[src/rtl/stc_pkg.sv]
package stc_pkg;
  typedef enum logic {MODE_NOMINAL = 1'b0, MODE_SAFE = 1'b1} stc_mode_e;

  // Next mode: alarm always forces safe; done leaves safe only when no alarm
  function automatic stc_mode_e stc_next_mode(stc_mode_e cur, logic alarm, logic done);
    stc_mode_e nxt;
    nxt = cur;
    if (alarm)
      nxt = MODE_SAFE;
    else if (cur == MODE_SAFE && done)
      nxt = MODE_NOMINAL;
    return nxt;
  endfunction

  // Entry into safe mode happens only from nominal
  function automatic logic stc_is_entry(stc_mode_e cur, logic alarm);
    return alarm && (cur == MODE_NOMINAL);
  endfunction

  // Restart of the handler happens on an alarm inside safe mode
  function automatic logic stc_is_restart(stc_mode_e cur, logic alarm);
    return alarm && (cur == MODE_SAFE);
  endfunction
endpackage

[src/rtl/stc_mode_fsm.sv]
module stc_mode_fsm
  import stc_pkg::*;
(
  input  logic      clk,
  input  logic      rst_n,
  input  logic      alarm_i,
  input  logic      done_i,
  output stc_mode_e mode_o
);
  stc_mode_e mode_q;

  always_ff @(posedge clk or negedge rst_n) begin
    if (!rst_n) mode_q <= MODE_NOMINAL;
    else        mode_q <= stc_next_mode(mode_q, alarm_i, done_i);
  end

  assign mode_o = mode_q;


  entry_safe_chk: assert property (@(posedge clk) disable iff (!rst_n)
    (alarm_i && mode_q == MODE_NOMINAL) |=> (mode_q == MODE_SAFE));

  exit_nominal_chk: assert property (@(posedge clk) disable iff (!rst_n)
    (mode_q == MODE_SAFE && done_i && !alarm_i) |=> (mode_q == MODE_NOMINAL));

  alarm_wins_chk: assert property (@(posedge clk) disable iff (!rst_n)
    (mode_q == MODE_SAFE && alarm_i) |=> (mode_q == MODE_SAFE));
endmodule

[src/rtl/stc_trap_pulse.sv]
module stc_trap_pulse #(
  parameter int          PC_W     = 32,
  parameter logic [PC_W-1:0] TRAP_VEC = 32'h0000_0100
) (
  input  logic            clk,
  input  logic            rst_n,
  input  logic            fire_i,
  input  logic            entry_i,
  input  logic [PC_W-1:0] fault_pc_i,
  output logic            annul_o,
  output logic            redirect_vld_o,
  output logic [PC_W-1:0] redirect_pc_o,
  output logic            link_we_o,
  output logic [PC_W-1:0] link_pc_o
);
  logic            fire_q;
  logic            link_we_q;
  logic [PC_W-1:0] link_pc_q;

  always_ff @(posedge clk or negedge rst_n) begin
    if (!rst_n) begin
      fire_q    <= 1'b0;
      link_we_q <= 1'b0;
      link_pc_q <= '0;
    end else begin
      fire_q    <= fire_i;
      link_we_q <= entry_i;
      if (entry_i) link_pc_q <= fault_pc_i;
    end
  end

  assign annul_o        = fire_q;
  assign redirect_vld_o = fire_q;
  assign redirect_pc_o  = fire_q ? TRAP_VEC : '0;
  assign link_we_o      = link_we_q;
  assign link_pc_o      = link_pc_q;


  annul_pulse_chk: assert property (@(posedge clk) disable iff (!rst_n)
    fire_i |=> annul_o);

  redirect_one_chk: assert property (@(posedge clk) disable iff (!rst_n)
    (redirect_vld_o && !fire_i) |=> !redirect_vld_o);

  link_hold_chk: assert property (@(posedge clk) disable iff (!rst_n)
    !entry_i |=> $stable(link_pc_o));
endmodule

[src/rtl/secure_trap_ctrl.sv]
module secure_trap_ctrl
  import stc_pkg::*;
#(
  parameter int              PC_W     = 32,
  parameter logic [PC_W-1:0] TRAP_VEC = 32'h0000_0100
) (
  input  logic            clk,
  input  logic            rst_n,
  input  logic            alarm_i,
  input  logic            handler_done_i,
  input  logic [PC_W-1:0] fault_pc_i,
  output logic            annul_o,
  output logic            user_wr_inhibit_o,
  output logic            frr_freeze_o,
  output logic            redirect_vld_o,
  output logic [PC_W-1:0] redirect_pc_o,
  output logic            link_we_o,
  output logic [PC_W-1:0] link_pc_o,
  output logic            safe_mode_o
);
  stc_mode_e mode;
  logic      ev_entry;
  logic      ev_restart;
  logic      ev_exit;

  assign ev_entry   = stc_is_entry(mode, alarm_i);
  assign ev_restart = stc_is_restart(mode, alarm_i);
  assign ev_exit    = (mode == MODE_SAFE) && handler_done_i && !alarm_i;

  stc_mode_fsm u_fsm (
    .clk    (clk),
    .rst_n  (rst_n),
    .alarm_i(alarm_i),
    .done_i (handler_done_i),
    .mode_o (mode)
  );

  stc_trap_pulse #(.PC_W(PC_W), .TRAP_VEC(TRAP_VEC)) u_pulse (
    .clk           (clk),
    .rst_n         (rst_n),
    .fire_i        (ev_entry | ev_restart),
    .entry_i       (ev_entry),
    .fault_pc_i    (fault_pc_i),
    .annul_o       (annul_o),
    .redirect_vld_o(redirect_vld_o),
    .redirect_pc_o (redirect_pc_o),
    .link_we_o     (link_we_o),
    .link_pc_o     (link_pc_o)
  );

  assign safe_mode_o       = (mode == MODE_SAFE);
  assign user_wr_inhibit_o = safe_mode_o;
  assign frr_freeze_o      = safe_mode_o;


  restart_no_link_chk: assert property (@(posedge clk) disable iff (!rst_n)
    ev_restart |=> (!link_we_o && redirect_vld_o && safe_mode_o));

  freeze_entry_chk: assert property (@(posedge clk) disable iff (!rst_n)
    ev_entry |=> (frr_freeze_o && user_wr_inhibit_o));

  exit_release_chk: assert property (@(posedge clk) disable iff (!rst_n)
    ev_exit |=> (!frr_freeze_o && !user_wr_inhibit_o));

  done_idle_chk: assert property (@(posedge clk) disable iff (!rst_n)
    (!safe_mode_o && !alarm_i) |=> (!safe_mode_o && !annul_o));
endmodule

[config.mk]
export PLATFORM = sky130hd
export DESIGN_NAME = secure_trap_ctrl
export DESIGN_NICKNAME = d
export VERILOG_FILES = /design/src/rtl/stc_pkg.sv /design/src/rtl/stc_mode_fsm.sv /design/src/rtl/stc_trap_pulse.sv /design/src/rtl/secure_trap_ctrl.sv
export SDC_FILE = /design/constraint.sdc
export NUM_CORES = 1
export LEC_CHECK = 0
export BUFFER_PORTS_ARGS = -buffer_cell sky130_fd_sc_hd__buf_2
export CAP_MARGIN = 20
export CORE_ASPECT_RATIO = 1.5
export CORE_MARGIN = 2
export CORE_UTILIZATION = 38
export DETAILED_ROUTE_END_ITERATION = 6
export PLACE_DENSITY = 0.72
export RECOVER_POWER = 50
export SKIP_CTS_REPAIR_TIMING = 1
export SYNTH_ARGS = -nofsm -noshare
export SYNTH_HDL_FRONTEND = slang
export SYNTH_SLANG_ARGS = --single-unit
export TNS_END_PERCENT = 20
[constraint.sdc]
create_clock -name clk -period 1.4 [get_ports clk]
set_clock_uncertainty 0.15 [all_clocks]
set_input_delay 0.42 -clock clk [delete_from_list [all_inputs] [get_ports clk]]
set_output_delay 0.42 -clock clk [all_outputs]
set_load 0.05 [all_outputs]
==> results.py <==
metrics = {
    "finish": {
        "layout.nets": 233,
        "drive_above_1_share": 0.6566,
        "antennaDiodeCount": 0,
        "fillers": 380,
        "multi_input_comb_area_um2": 608.1,
        "post_layout_nonfiller_instances": 246,
        "sequential_cell_area_um2": 877.1,
        "area_growth_pct": 40.76,
    },
    "power": {
        "power_leakage_uw": 0.001260,
        "finalPower_uw": 4016,
        "p_per_area_mw_per_mm2": 1660,
        "worst_ir_drop_vdd_uv": 648.6,
    },
    "logic_synthesis": {
        "ys_types": 11,
        "ff_latch_count_synth": 35,
        "async_flop_share": 1.000,
        "synth_enable_flop_cells": 0,
        "synth.largest_area_cell": "sky130_fd_sc_hd__dfrtp_1",
        "post_synth.cell_area_avg_um2": 15.49,
        "seq_area_frac_synth": 0.5095,
        "synth.cells.most_frequent": "35 x sky130_fd_sc_hd__buf_4, 35 x sky130_fd_sc_hd__dfrtp_1, 29 x sky130_fd_sc_hd__mux2_4",
        "yosysWarnings": 0,
        "synth_cells": 111,
        "ys_top_cells_by_area": "sky130_fd_sc_hd__dfrtp_1 51%, sky130_fd_sc_hd__mux2_4 25%, sky130_fd_sc_hd__buf_4 15%",
        "synthDominantCellAreaShare": 0.5095,
        "postSynth.topFlopCell": "sky130_fd_sc_hd__dfrtp_1",
        "netlist_area_before_placement_mm2": 0.001719,
    },
    "min_path": {
        "worst_min_path_class": "in2reg",
        "whs_path_depth": 2,
    },
    "clock_network": {
        "clock_tree_from_tritoncts": "yes",
        "cts_htree_levels": 2,
        "clk_pin_slew_worst_paths_ns": 0.08,
        "cts_inserted_buffers": 5,
        "numClockSinks": 35,
        "cts.root.buffer_cell": "sky130_fd_sc_hd__clkbuf_8",
        "clk-insertion-delay-late_ns": 0.28,
        "ctsLongestPathBuffers": 2,
    },
    "global_routing": {
        "grt_util_met1": 0.1298,
        "grtUsageMet3": 0.03433,
        "via_count_of_the_first_global_routing_pass": 904,
        "total_gr_overflow": 0,
        "most_utilized_layer_in_the_global_route_result": "met2",
        "grt_max_degree": 36,
        "globalRouteTotalUtil": 0.1139,
        "globalRouteMet2Util": 0.1899,
        "grt_first_pass_wirelength_um": 4319,
        "grt_antenna_before_repair": 0,
    },
    "drt": {
        "ant_nets": 0,
        "wire_per_inst_um": 13.31,
        "remaining_drc_errors": 8,
        "wirelength_um": 3275,
        "via_count": 1030,
        "detail_route.iter0.violations": 26,
        "vias_per_cell": 4.187,
        "drtPass1Iterations": 7,
    },
    "run_status": {
        "violations": "DRC, setup timing",
        "outcome": "finished, violations left",
    },
    "worst_setup_path": {
        "reg2reg_depth": 4,
        "worstSetupEndpointType": "output port",
        "crit_arrival_ns": 0.97,
        "critical_path_class": "reg2out",
        "critPathRequiredTime_ns": 0.83,
        "critical_path_depth": 2,
        "cp_slowest_cell": "sky130_fd_sc_hd__dfrtp_2",
        "worst_path_largest_cell_delay_ns": 0.41,
        "critical_path.startpoint_type": "flop",
        "path_max_fanout": 4,
        "crit_family": "flip-flops",
        "cp_num_buf_inv": 2,
        "worstPathCellList": "buf_6, buf_8",
    },
    "timing": {
        "setup_repair_after_global_routing_missed_its_margin": "true",
        "max_clock_freq_mhz": 648.5,
        "hold_viol": 0,
        "slew_violations": 0,
        "finalSetupViolations": 61,
        "fin_crit_ns": 1.542,
        "final_min_period_over_clock_period": 1.101,
        "worst_setup_slack_final_ns": -0.1419,
    },
    "die": {
        "io-pin-count": 106,
        "die-height_um": 86.38,
        "initial_core_util": 0.3881,
        "die_area_mm2": 0.005089,
        "placeableCoreArea_mm2": 0.004429,
        "placementRows": 30,
        "die-width_um": 58.92,
    },
    "flow_run": {
        "max-cap-violations": 0,
    },
    "place": {
        "buffer_ports.inserted": 74,
        "gpl.final_weighted_congestion": 0.6210,
        "dp_hpwl_um": 2131,
        "dp_cells": 229,
    },
}
[state kept, by name (all words and copies together) (netlist names)]
| signal | count |
|---|---|
| u_fsm.mode_o | 1 |
| u_pulse.annul_o | 1 |
| u_pulse.link_pc_o | 32 |
| u_pulse.link_we_o | 1 |
[final timing paths]
kind                                       start  slack [ns]               endpoint
hold / removal                    fault_pc_i[12]        0.21  u_pulse.link_pc_o[12]
max in group asynchronous                  rst_n        0.40           u_fsm.mode_o
setup reg to reg                    u_fsm.mode_o       -0.12   u_pulse.link_pc_o[3]
min in group asynchronous                  rst_n        0.49  u_pulse.link_pc_o[10]
setup / recovery                    u_fsm.mode_o       -0.14           frr_freeze_o
hold reg to reg            u_pulse.link_pc_o[28]        0.39  u_pulse.link_pc_o[28]
[routing by layer]
metal | vias up | part of all wire
met5 | - | 0
met2 | 61 | 0.55
met1 | 499 | 0.35
li1 | 465 | -
met3 | 5 | 0.078
met4 | 0 | 0.016
[where the power goes]
| part | internal [uW] | leakage, uW | switching [uW] |
|---|---|---|---|
| clock | 530 | 0.0000581 | 363 |
| combinational | 703 | 0.000792 | 1080 |
| sequential | 1200 | 0.000410 | 140 |
[stage by stage]
step	TNS, ns	util	hold slack, ns	instance area, um^2	worst slack, ns
floorplan	-3.156	-	-0.02559	1833	-0.1048
global placement	-2.654	0.4492	0.2430	1989	-0.1006
detailed placement	-2.949	0.4492	0.2438	1989	-0.1073
finish	-3.887	0.5463	0.2096	2420	-0.1419
CTS	-3.714	0.4746	-0.07281	2102	-0.2496
global route	-6.420	0.5463	0.1973	2420	-0.1739
[placed cells by master, fill, tap and decap left out, drive strengths merged]
cell type,count
buf,87
dfrtp,35
mux2,32
conb,31
clkbuf,6
clkinv,2
nor2b,1
inv,1
a21o,1
bufinv,1
dlygate4sd3,1
[cell families (layout without fill, tap and decap cells)]
family	after synthesis	count (layout)	synth area share
buffers and inverters	41	98	0.2023
flip-flops	35	35	0.5095
multiplexers	32	32	0.2729
other	1	31	0.002181
AO/OA/AOI/OAI	1	1	0.005096
AND/OR/NAND/NOR	1	1	0.008004
[final cells by class]
cell class | instances | share of cell area
multi-input cells | 65 | 0.2513
inverters | 1 | 0.001551
clock buffers | 5 | 0.02844
well taps | 48 | 0.02482
clock inverters | 3 | 0.01810
repair buffers | 89 | 0.3133
flip-flops and latches | 35 | 0.3625
Note: power is estimated with default switching activity, not from simulation.
